$ cat config.mk
export PLATFORM = sky130hd
export DESIGN_NAME = media_port_selector
export DESIGN_NICKNAME = d
export VERILOG_FILES = /design/src/rtl/media_sel_pkg.sv /design/src/rtl/msel_cfg_regs.sv /design/src/rtl/msel_link_qual.sv /design/src/rtl/msel_port_ctrl.sv /design/src/rtl/msel_power_ctrl.sv /design/src/rtl/media_port_selector.sv
export SDC_FILE = /design/constraint.sdc
export NUM_CORES = 1
export LEC_CHECK = 0
export BUFFER_PORTS_ARGS = -buffer_cell sky130_fd_sc_hd__buf_2
export CAP_MARGIN = 40
export CORE_AREA = 5 5 42 44
export CTS_CLUSTER_SIZE = 25
export DETAILED_ROUTE_END_ITERATION = 16
export DIE_AREA = 0 0 47 49
export GPL_TIMING_DRIVEN = 0
export HOLD_SLACK_MARGIN = 0.02
export SYNTH_ARGS = -nofsm -noshare
export SYNTH_HDL_FRONTEND = slang
export SYNTH_SLANG_ARGS = --single-unit
$ cat constraint.sdc
create_clock -name clk -period 2.08 [get_ports clk]
set_input_delay 0.52 -clock clk [delete_from_list [all_inputs] [get_ports clk]]
set_output_delay 0.52 -clock clk [all_outputs]
set_load 0.02 [all_outputs]
$ cat src/rtl/media_sel_pkg.sv
// Package media_sel_pkg
// Shared types of the media port selector: the port encoding and the
// reset value of the selected port. It assumes exactly two media ports.
package media_sel_pkg;

    typedef enum logic {
        PORT_AUI = 1'b0,
        PORT_TP  = 1'b1
    } port_e;

    localparam port_e PORT_RESET = PORT_AUI;

    typedef struct packed {
        logic auto_sel;
        logic awake;
    } sel_cfg_t;

    localparam int CFG_W = $bits(sel_cfg_t);

endpackage

$ cat src/rtl/msel_cfg_regs.sv
// Module msel_cfg_regs
// Holds the auto-select and awake configuration bits. A hard reset
// (synchronous, active low) clears them. A write strobe loads them. A soft
// reset has no effect here; that is why soft reset is not an input.
// Assumes the write strobe lasts one cycle per write, or repeats the value.
module msel_cfg_regs
    import media_sel_pkg::*;
#(
    parameter sel_cfg_t CFG_RESET = '0
) (
    input  logic     clk,
    input  logic     rst_n,
    input  logic     we,
    input  sel_cfg_t wdata,
    output sel_cfg_t cfg
);

    sel_cfg_t cfg_q;

    // Configuration register: clear on hard reset, load on write.
    always_ff @(posedge clk) begin
        if (!rst_n) begin
            cfg_q <= CFG_RESET;
        end else if (we) begin
            cfg_q <= wdata;
        end
    end

    assign cfg = cfg_q;

endmodule

$ cat src/rtl/msel_link_qual.sv
// Module msel_link_qual
// Combines the link indications into one pass flag. There is one source
// per entry of the input vector (received traffic, forced link test, ...).
// The link passes when any source is high. Assumes that every source is
// already in the clk domain.
module msel_link_qual #(
    parameter int NUM_SRC = 2
) (
    input  logic [NUM_SRC-1:0] src,
    output logic               link_pass
);

    logic [NUM_SRC:0] chain;

    assign chain[0] = 1'b0;

    // OR chain over all link sources.
    for (genvar g = 0; g < NUM_SRC; g++) begin : g_or
        assign chain[g+1] = chain[g] | src[g];
    end

    assign link_pass = chain[NUM_SRC];

endmodule

$ cat src/rtl/msel_port_ctrl.sv
// Module msel_port_ctrl
// Keeps the selected-port register. The target port is the link state in
// automatic mode and the software choice otherwise. The register loads the
// target only when no transmission is in progress, so a frame is never
// split between ports. A soft or hard reset sends the port to its reset
// value. Assumes tx_active stays high for the whole frame.
module msel_port_ctrl
    import media_sel_pkg::*;
(
    input  logic  clk,
    input  logic  rst_n,
    input  logic  soft_rst,
    input  logic  auto_sel,
    input  logic  link_pass,
    input  logic  manual_port,
    input  logic  tx_active,
    output port_e port
);

    port_e target;
    port_e port_q;

    // Target port: the link state in automatic mode, software otherwise.
    always_comb begin
        if (auto_sel) begin
            target = link_pass ? PORT_TP : PORT_AUI;
        end else begin
            target = manual_port ? PORT_TP : PORT_AUI;
        end
    end

    // Port register: reset, then hold while transmitting.
    always_ff @(posedge clk) begin
        if (!rst_n || soft_rst) begin
            port_q <= PORT_RESET;
        end else if (!tx_active) begin
            port_q <= target;
        end
    end

    assign port = port_q;

endmodule

$ cat src/rtl/msel_power_ctrl.sv
// Module msel_power_ctrl
// Sets the link pulse enable and turns a sleep request into snooze or
// coma. Snooze needs the awake bit and the twisted-pair port; every other
// sleep goes to coma. Purely combinational. Assumes that sleep_req is
// synchronous to clk.
module msel_power_ctrl
    import media_sel_pkg::*;
(
    input  logic  auto_sel,
    input  logic  awake,
    input  port_e port,
    input  logic  sleep_req,
    output logic  pulse_en,
    output logic  snooze,
    output logic  coma
);

    logic light_sleep_ok;

    // Link pulses: always in automatic mode, else only on twisted-pair.
    always_comb begin
        pulse_en = auto_sel || (port == PORT_TP);
    end

    // Sleep depth: snooze only with awake on the twisted-pair port.
    always_comb begin
        light_sleep_ok = awake && (port == PORT_TP);
        snooze         = sleep_req && light_sleep_ok;
        coma           = sleep_req && !light_sleep_ok;
    end

endmodule

$ cat src/rtl/media_port_selector.sv
// Module media_port_selector
// Top of the media port selector. Joins the configuration bits, the link
// qualifier, the port register and the power logic. Hard reset is
// synchronous and active low. Soft reset resets only the port. Assumes
// that all inputs are synchronous to clk.
module media_port_selector
    import media_sel_pkg::*;
(
    input  logic clk,
    input  logic rst_n,
    input  logic soft_rst,
    input  logic cfg_we,
    input  logic cfg_auto_sel,
    input  logic cfg_awake,
    input  logic manual_port,
    input  logic rx_link_ok,
    input  logic force_link,
    input  logic tx_active,
    input  logic sleep_req,
    output logic port_sel,
    output logic link_pulse_en,
    output logic snooze,
    output logic coma
);

    localparam int NUM_LINK_SRC = 2;

    sel_cfg_t                cfg_wdata;
    sel_cfg_t                cfg;
    logic [NUM_LINK_SRC-1:0] link_src;
    logic                    link_pass;
    port_e                   port;

    assign cfg_wdata.auto_sel = cfg_auto_sel;
    assign cfg_wdata.awake    = cfg_awake;
    assign link_src           = {force_link, rx_link_ok};

    msel_cfg_regs #(
        .CFG_RESET ('0)
    ) u_cfg (
        .clk   (clk),
        .rst_n (rst_n),
        .we    (cfg_we),
        .wdata (cfg_wdata),
        .cfg   (cfg)
    );

    msel_link_qual #(
        .NUM_SRC (NUM_LINK_SRC)
    ) u_link (
        .src       (link_src),
        .link_pass (link_pass)
    );

    msel_port_ctrl u_port (
        .clk         (clk),
        .rst_n       (rst_n),
        .soft_rst    (soft_rst),
        .auto_sel    (cfg.auto_sel),
        .link_pass   (link_pass),
        .manual_port (manual_port),
        .tx_active   (tx_active),
        .port        (port)
    );

    msel_power_ctrl u_pwr (
        .auto_sel  (cfg.auto_sel),
        .awake     (cfg.awake),
        .port      (port),
        .sleep_req (sleep_req),
        .pulse_en  (link_pulse_en),
        .snooze    (snooze),
        .coma      (coma)
    );

    assign port_sel = (port == PORT_TP);

endmodule

; After elaboration in Yosys (flattened, before gate mapping)
; Index checks and enable logic that the tools add are counted.
[totals]
output_inout_bits = 4
reg_bits = 3
input_bits = 11
word_cells = 14
[op_classes]
mux = 3
bitwise_logic = 1
reduce_logical = 7
[op_table]
columns = cell, count
row1 = $logic_and A1 B1 Y1, 3
row2 = $mux W1, 3
row3 = $logic_not A1 Y1, 2
row4 = $logic_or A1 B1 Y1, 2
row5 = $or A1 B1 Y1, 1

; Logic depth before layout (Yosys ltp)
; Gate-level depths: netlist of the first run.
[logic_depth]
ltp_word = 3
depth_mapped = 3
ltp_nobuf = 3

; Cells and area by module
; Synthesis of the first run repeated with hierarchy kept, for this count alone.
[unflattened]
cells_unflattened = 16
area_unflattened_um2 = 158.9
[modules_own_cells]
columns = mod, area_per_inst_um2, cells_per_inst, seq_area_each_um2, n_inst
row1 = msel_cfg_regs, 72.6, 6, 40.0, 1
row2 = msel_port_ctrl, 58.8, 6, 20.0, 1
row3 = msel_power_ctrl, 21.3, 3, 0.0, 1
row4 = msel_link_qual, 6.3, 1, 0.0, 1

; Least setup slack after synthesis of the first run
; OpenSTA, ideal clock, no wires.
[synth_timing]
path_type = in2out
startpoint = input port sleep_req
endpoint = output port coma
path_slack_ps = 531
path_buffers = 0
path_stages = 1
required_ps = 1560
t_arrival_ps = 1029
cell_sequence = a21boi_0
[synth_between]
elab_chain_len = 1
[synth_rtl]
columns = element, line_no
row1 = "start, declared", media_port_selector.sv:19  ; input logic sleep_req,
row2 = $logic_and A1 B1 Y1, msel_power_ctrl.sv:29  ; coma = sleep_req && !light_sleep_ok;
row3 = "end, declared", media_port_selector.sv:23  ; output logic coma
; Every way passes these cells.

; Worst setup path in the final report of the first run
; Ends and elaborated chain as after synthesis.

==> impl.org, run 1 <==
** Die
- The floorplan step defined a die boundary enclosing 2300 sq um.
- Die extent in x :: ~47 um
- Total number of placement rows :: 14
- Number of I/O pins :: 15
- The total area inside the core boundary comes to 1400 sq um.
- Initial cell density of the core :: 10.5%
- Die H :: 49 um

** Detailed routing
- For this run, the detailed router's first-pass iteration total came to 1.
- Post-route ant nets :: 0
- Number of remaining DRC errors :: 0
- Dividing the detail-routed via count by the number of cells gives 3.78.
- Sum of routed wire length over all layers :: just over 400 um
- The routed layout has 189 vias.
- The first routing iteration left 0 violations.
- Post-detailed-route wirelength per cell :: approximately 8.2 um

** STA
- Adding up every negative setup slack in the final design gives 0 ps.
- Headroom to the max-slew limit came out at 90.2%.
- The tightest hold path in the finished design has a slack of between 400 and 500 ps.
- The final number of hold-violating endpoints came to 0.
- Clock skew on the completed layout was measured at approximately 0.014 ps.
- Derived from the worst setup path, the maximum achievable clock frequency is just under 700 MHz.
- Setup repair after global routing left no endpoint under its margin.
- Pins Over Slew Limit :: 0
- Setup violations, final :: 0
- Final Critical Period :: 1470 ps
- Share of the cycle needed by the critical path after routing :: 70.6%
- Slew at the pin closest to its max-slew limit :: 143 ps

** CTS
- The tree is rooted in a sky130_fd_sc_hd__clkbuf_4.
- The longest clock path from root to sink contains 2 buffers.
- Post_cts resized :: 0
- TritonCTS created 3 clock buffers.
- Number of clock sinks :: 3
- TritonCTS built the clock tree.
- Total of hold buffers inserted after clock tree synthesis :: 0
- Post-CTS Setup Repair Bufs :: 0
- Clock-pin slew was measured on the worst setup and hold paths at 30 ps.
- The later pin in the worst-skew pair is clocked with a latency of 230 ps.
- CTS built an H-tree with a depth of 1.

** Cells and area
- After the flow finishes, the layout carries non-filler instances totaling 50.
- Most common library cell in the layout ignoring fill and taps :: sky130_fd_sc_hd__buf_2
- Once layout is complete, the utilization of the core stands at 18.8%.
- The repair_antennas step left the layout with diodes totalling 0.
- Fraction of layout cells with a size suffix above 1 :: 52.9%
- Number of nets in the finished design :: 46
- The top cell types in the final layout, fill and taps aside, are sky130_fd_sc_hd__buf_2, sky130_fd_sc_hd__clkbuf_4, sky130_fd_sc_hd__dfxtp_1.
- Compared with the post-synthesis result, the final layout area differs by 78.8%.

** Critical path
- Required time reported for the critical path endpoint :: 1560 ps
- Data arrival time of the worst path :: 950 ps
- Worst reg2reg path depth :: 3
- The slowest stage of the critical path is the sky130_fd_sc_hd__buf_2 cell.
- Largest fanout on the critical path :: 2
- Traced cell by cell, the critical path runs through buf_2 > a21boi_0 > buf_2.
- By startpoint and endpoint, the worst setup path is classified as in2out.
- The cell family contributing the most delay on the critical path is buffers and inverters.
- Sum of buffers and inverters on the critical path :: 2
- STA classifies the critical path startpoint as a primary input.
- On the worst path, the slowest cell contributes a delay of 190 ps.
- STA classifies the critical path endpoint as a primary output.
- CP most frequent cell :: sky130_fd_sc_hd__buf_2
- Number of logic stages on the critical path including buffering :: 3

** Synth
- The number of different library cells used by synthesis comes to 11.
- Synthesis produced a netlist with a net count of 27.
- The synthesized design contains 3 register bits.
- The share of the Yosys chip area taken by registers is 40.7%.
- Syn. warnings :: 0
- Mapped Avg Cell Area :: 9.23 sq um
- The mapped netlist covers 148 sq um.
- Counting every instance in the synthesized netlist gives 16.

** Global routing
- After global routing the overflow that remains totals 0.
- Number of global-route vias before repair :: 153
- Met3 layer usage reported by global route :: around 2.2%
- For met2 alone, demand over resource in global routing was 5.88%.
- First-pass GRT wire length :: 579 um
- Antenna violations before repair :: 0
- met4 is the most crowded layer.
- Entering global routing, the biggest net connects 6 pins.
- Global routing used 4.15% of the available tracks across all layers.
- GR Layer Usage met1 :: 2.63%

** Job
- Max-cap violations in this run came to 0.

** Pwr
- Power per cell area :: 723 nW/um^2
- Total leakage power :: between 0.1 and 0.15 nW
- VDD sags by at most around 0.11 mV.
- Overall Power :: 191 uW

** Place
- Post-Place Cells :: 46
- Gp weighted congestion :: 0.536
- The count of buffers added on input and output ports is 14.

** Worst hold path
- Number of cells on the worst hold path :: 2
- Class of the tightest hold or removal check :: reg2reg

** Outcome
- The run finished with clean final reports.
[worst reg2reg max path, delay by kind of cell (launching register included)]
family | cells | cell delay, ps
DFF | 1 | 360
and+or+nand+nor | 1 | 60
AOI/OAI and AO/OA | 2 | 370
[flip-flops by register name (all words and copies together) (netlist names)]
name         cells
u_cfg.cfg        2
u_port.port      1
[synthesized netlist by cell type, drive strengths merged]
library cell	n	share of area, %
a211o	1	5.9
a21boi	1	5.1
a21oi	1	5.9
and3	1	4.2
dfxtp	3	41
mux2i	2	14
nand2	1	2.5
nand2b	1	4.2
nor2	2	5.1
nor2b	2	8.5
or2	1	4.2
[worst paths after layout]
check	slack, ps	endpoint	start
worst min-delay path	500	u_port.port$_SDFFE_PP0N_	u_port.port$_SDFFE_PP0N_
worst max register to register	1210	u_port.port$_SDFFE_PP0N_	u_cfg.cfg[1]$_SDFFE_PN0P_
worst min register to register	500	u_port.port$_SDFFE_PP0N_	u_port.port$_SDFFE_PP0N_
worst max-delay path	610	coma	sleep_req
[layout make-up]
cell class,count,area (sq um)
clock buffer,4,26.3
multi-input combinational,13,87.6
timing repair buffer,14,70.1
fill,172,1140
tap,16,20.0
sequential,3,60.1
[power by group]
group          internal, mW  leakage [nW]  total (mW)  switching [mW]
Combinational        0.0153        0.0994      0.0285          0.0132
Clock                0.0717        0.0150      0.0987          0.0271
Sequential           0.0610        0.0247      0.0635         0.00251
[stage by stage]
step                cell area, sq um  setup WS (ps)
floorplan                        148            531
global placement                 238            632
detailed placement               238            598
CTS                              264            597
global route                     264            566
finish                           264            612
[kinds of logic (layout without fill, tap and decap cells)]
family                 count (synthesis)  in the layout  share of synthesized area (%)
DFF                                    3              3                           40.7
and+or+nand+nor                        8              8                           28.8
buffers and inverters                  0             18                              0
muxes                                  2              2                           13.6
AOI/OAI and AO/OA                      3              3                           17.0
[routing by layer]
layer | part of all wire (%) | routed length (um)
met5 | 0 | 0
met4 | 3.2 | 13
met3 | 14 | 59
met2 | 53 | 216
met1 | 29 | 118
No activity file was read; power rests on OpenSTA's default activity.
==> run 2, diff against run 1 <==
Settings changed: ABC_AREA from default to 1.
Clock period 2.08 ns to 1.2 ns, I/O delays scaled along.
==> run 2 against run 1 <==
  * The run now ends with negative setup slack left
  * Synthesized area is 4.2% higher
  * Combinational power is 130% higher
  * Sequential cell count stayed put
  * Sequential power is 78% higher
  * Core utilization is 3.0 points higher
  * Via count is 10% higher
  * Power is 87% higher
  * Final area is 16% higher
  * Setup slack worse by 630 ps
  * Synthesized cell count is 50% higher
  * Register-to-register slack worse by 900 ps
  * Global-route usage is 1.1 points higher
  * Critical endpoint is now link_pulse_en
  * Largest cell class is now non-clock buffers
  * Highest routed layer is now met3
==> impl.org, run 2 <==
** Synth
- Most frequent cells after synthesis: sky130_fd_sc_hd__nor2_1, sky130_fd_sc_hd__inv_1, sky130_fd_sc_hd__dfxtp_1, sky130_fd_sc_hd__nand2_1, sky130_fd_sc_hd__o21ai_0 (was sky130_fd_sc_hd__dfxtp_1, sky130_fd_sc_hd__mux2i_1, sky130_fd_sc_hd__nor2_1, sky130_fd_sc_hd__nor2b_1).
- The count of distinct cell types in the synthesized netlist came to 10 (was 11).
- Largest cells by area after synthesis :: sky130_fd_sc_hd__dfxtp_1, sky130_fd_sc_hd__nor2_1, sky130_fd_sc_hd__inv_1 (was sky130_fd_sc_hd__dfxtp_1, sky130_fd_sc_hd__mux2i_1, sky130_fd_sc_hd__nor2b_1)
- Count leader, synth :: sky130_fd_sc_hd__nor2_1 (was sky130_fd_sc_hd__dfxtp_1)
- Share of async-settable or async-resettable flops after synthesis :: 0% (unchanged)
- Count of flip-flops with a built-in enable after synthesis :: 0 (unchanged)
- Syn. warnings :: 0 (unchanged)
- The mean post-synth cell area is 6.41 sq um (was 9.23 sq um).
- Register area share after synthesis :: 39.0% (was 40.7%)
- The cell area after technology mapping came to 154 sq um (was 148 sq um).
- FF+latch count, synth :: 3 (unchanged)
- The synthesized netlist net count came to 35 (was 27).
- The number of instances in the synthesized netlist came to 24 (was 16).
- Top cell type's share of synthesized area :: 39.0% (was 40.7%)
- The dominant cell type by area after synthesis is sky130_fd_sc_hd__dfxtp_1 (unchanged).
- Most used flip-flop cell after synthesis :: sky130_fd_sc_hd__dfxtp_1 (unchanged)

** Global routing
- The number of global-route vias before repair came to 201 (was 153).
- Aggregate global-route resource usage :: 5.21% (was 4.15%)
- Overflow left after global routing :: 0 (unchanged)
- The maximum number of pins on one net before global-route repair was 5 (was 6).
- First-pass GRT wire length :: 793 um (was 579 um)
- Antenna violations before repair :: 0 (unchanged)

** Critical path
- The required time of the critical path is 900 ps (was 1560 ps).
- The buffer and inverter count on the worst path is 1 (was 2).
- Crit. End Element :: primary output (unchanged)
- Worst-path cell chain: or2_1 > buf_6 (was buf_2 > a21boi_0 > buf_2).
- Critical Path Start Type :: register (was primary input)
- Largest delay share family, worst path :: flip-flops (was buffers and inverters)
- The worst stage delay on the critical path was 320 ps (was 190 ps).
- Data arrival time of the worst path :: 920 ps (was 950 ps)
- The critical-path cell with the highest stage delay is sky130_fd_sc_hd__dfxtp_2 (was sky130_fd_sc_hd__buf_2).
- Largest fanout on the critical path :: 3 (was 2)
- Category of the critical setup timing path :: reg2out (was in2out)

** CTS
- Number of clock sinks :: 3 (unchanged)
- The CTS buffer count is 3 (unchanged).
- Clock network latency to the later pin of the worst-skew pair :: 230 ps (about the same)
- Maximum level of the CTS H-tree :: 1 (unchanged)
- Clock slew at reported path FFs :: 40 ps (was 30 ps)
- Maximum count of clock buffers along a single path :: 2 (unchanged)
- TritonCTS clock tree :: built (unchanged)
- Total of hold buffers inserted after clock tree synthesis :: 0 (unchanged)
- Buffer type at the clock tree root :: sky130_fd_sc_hd__clkbuf_4 (unchanged)

** Die
- Core Box Area :: 1400 sq um (unchanged)
- The floorplan die width was 47 um (unchanged).
- The y dimension of the die was 49 um (unchanged).
- The initial cell density of the core came to 11.0% (was 10.5%).
- The count of boundary I/O pins is 15 (unchanged).
- Total number of placement rows :: 14 (unchanged)
- Total Die Area :: 2300 sq um (unchanged)

** Cells and area
- Top library cells by usage in the layout, fill and taps aside: sky130_fd_sc_hd__buf_2, sky130_fd_sc_hd__nor2_1, sky130_fd_sc_hd__inv_1 (was sky130_fd_sc_hd__buf_2, sky130_fd_sc_hd__clkbuf_4, sky130_fd_sc_hd__dfxtp_1).
- Layout Utilization :: 21.9% (was 18.8%)
- Number of cells in the finished layout apart from fillers :: 60 (was 50)
- The total inserted antenna cells is 0 (unchanged).
- The share of cells above drive strength 1 is 54.5% (was 52.9%).
- Number of nets in the finished design :: 56 (was 46)
- Most common library cell in the layout ignoring fill and taps :: sky130_fd_sc_hd__buf_2 (unchanged)
- The flip-flop count of the largest register, all copies and words added is 2 (unchanged).
- The growth of design area from synthesis to finish came to 99.2% (was 78.8%).

** Detailed routing
- First-pass DRT Iterations :: 2 (was 1)
- Vias per inst :: 3.47 (was 3.78)
- The vias after detailed routing is 208 (was 189).
- Sum of routed wire length over all layers :: 467 um (was 408 um)
- Post-route ant nets :: 0 (unchanged)
- The post-detailed-route DRC marker count was 0 (unchanged).
- The routed length per instance came to 7.78 um (was 8.16 um).
- The detailed router's first-iteration violation count came to 3 (was 0).

** STA
- Final worst setup slack :: -19.4 ps (was 612 ps)
- RSZ-0062 raised after global routing: yes (was no).
- The tightest hold margin is 292 ps (was 498 ps).
- Pins Over Slew Limit :: 0 (unchanged)
- The maximum clock skew at final layout was 0.00297 ps (was 0.0138 ps).
- Slew at the pin closest to its max-slew limit :: 144 ps (was 143 ps)
- Setup violations, final :: 1 (was 0)
- The final number of hold-violating endpoints is 0 (unchanged).
- Max-slew headroom :: 90.3% (was 90.2%)
- After layout, the minimum clock period comes to 1220 ps.
- Share of the cycle needed by the critical path after routing :: 102%
- Fmax :: 820 MHz

** Pwr
- Total leakage power :: 0.166 nW (was 0.139 nW)
- The total power of the final layout is 357 uW (was 191 uW).
- Worst-case vdd ir drop :: 0.402 mV (was 0.115 mV)
- The power density of the placed cells came to 1160 nW/um^2 (was 723 nW/um^2).

** Place
- The cell count after placement is 54 (was 46).
- Gp weighted congestion :: 0.637 (was 0.536)
- The post-placement setup slack is 201 ps (was 598 ps).
- IO Port Bufs :: 14 (unchanged)

** Job
- Max cap viols :: 0 (unchanged)

** Outcome
- Status: finished with violations (was finished clean).
- Failing checks :: negative setup slack

** Worst hold path
- Class of the tightest hold or removal check :: in2reg (was reg2reg)
==> run 2: changes by cell type in the layout (fill, tap and decap cells not counted), sizes merged, moves of 2 or more <==
cell / previous run / this run
nor2: 2 / 7
nor2b: 2 / 0
nand2: 1 / 3
buf: 14 / 16
o21ai: 0 / 3
mux2i: 2 / 0
inv: 0 / 4
==> run 2: routing by layer <==
layer  share of wire [%]  global-route usage, %
met1                  43                   5.71
met2                  45                   6.56
met3                  12                   3.69
met4                   0                   4.15
met5                   0                      0
==> run 2: worst min-delay path, stage by stage <==
cell	delay (ps)
sky130_fd_sc_hd__buf_2	70
sky130_fd_sc_hd__nor2_1	30
sky130_fd_sc_hd__nor2_1	80
==> run 2: worst paths after layout <==
kind                        startpoint                   endpoint  slack (ps)  depth (start not counted)
max          u_cfg.cfg[1]$_SDFFE_PN0P_              link_pulse_en         -20                          2
min                       cfg_auto_sel  u_cfg.cfg[1]$_SDFFE_PN0P_         290                          3
max reg2reg  u_cfg.cfg[1]$_SDFFE_PN0P_   u_port.port$_SDFFE_PP0N_         310                          4
min reg2reg  u_cfg.cfg[0]$_SDFFE_PN0P_  u_cfg.cfg[0]$_SDFFE_PN0P_         500                          2
==> run 2: timing repair <==
item	in CTS	in global routing
buffers inserted	1	1
resized for setup	4	5
setup endpoints to repair	2	3
endpoints found under the hold margin	0	0
pin swaps	1	1
==> run 2: kinds of logic (layout without fill, tap and decap cells) <==
family | after synthesis | in the layout | share of synthesized area (%)
simple gates | 12 | 12 | 32.5
flops | 3 | 3 | 39.0
buf+inv | 4 | 24 | 9.75
compound gates | 5 | 5 | 18.7
==> run 2: power by group <==
group          leakage, nW  switching, mW  internal [mW]
registers           0.0258        0.00472          0.108
logic                0.125         0.0308         0.0349
clock network       0.0150         0.0541          0.125
total                0.166         0.0896          0.267
==> run 2: cell type report <==
type                            count  area [sq um]
Fill cell                         167          1090
Timing Repair Buffer               16           100
Multi-Input combinational cell     17          81.3
Sequential cell                     3          63.8
Clock buffer                        4          26.3
Tap cell                           16          20.0
Inverter                            4          15.0
==> run 2: metrics by stage <==
stage | TNS (ps) | area, sq um
2_1_floorplan | 0 | 154
3_3_place_gp | 0 | 244
3_5_place_dp | 0 | 244
4_1_cts | -30.9 | 287
5_1_grt | -87.0 | 307
6_report | -19.4 | 307
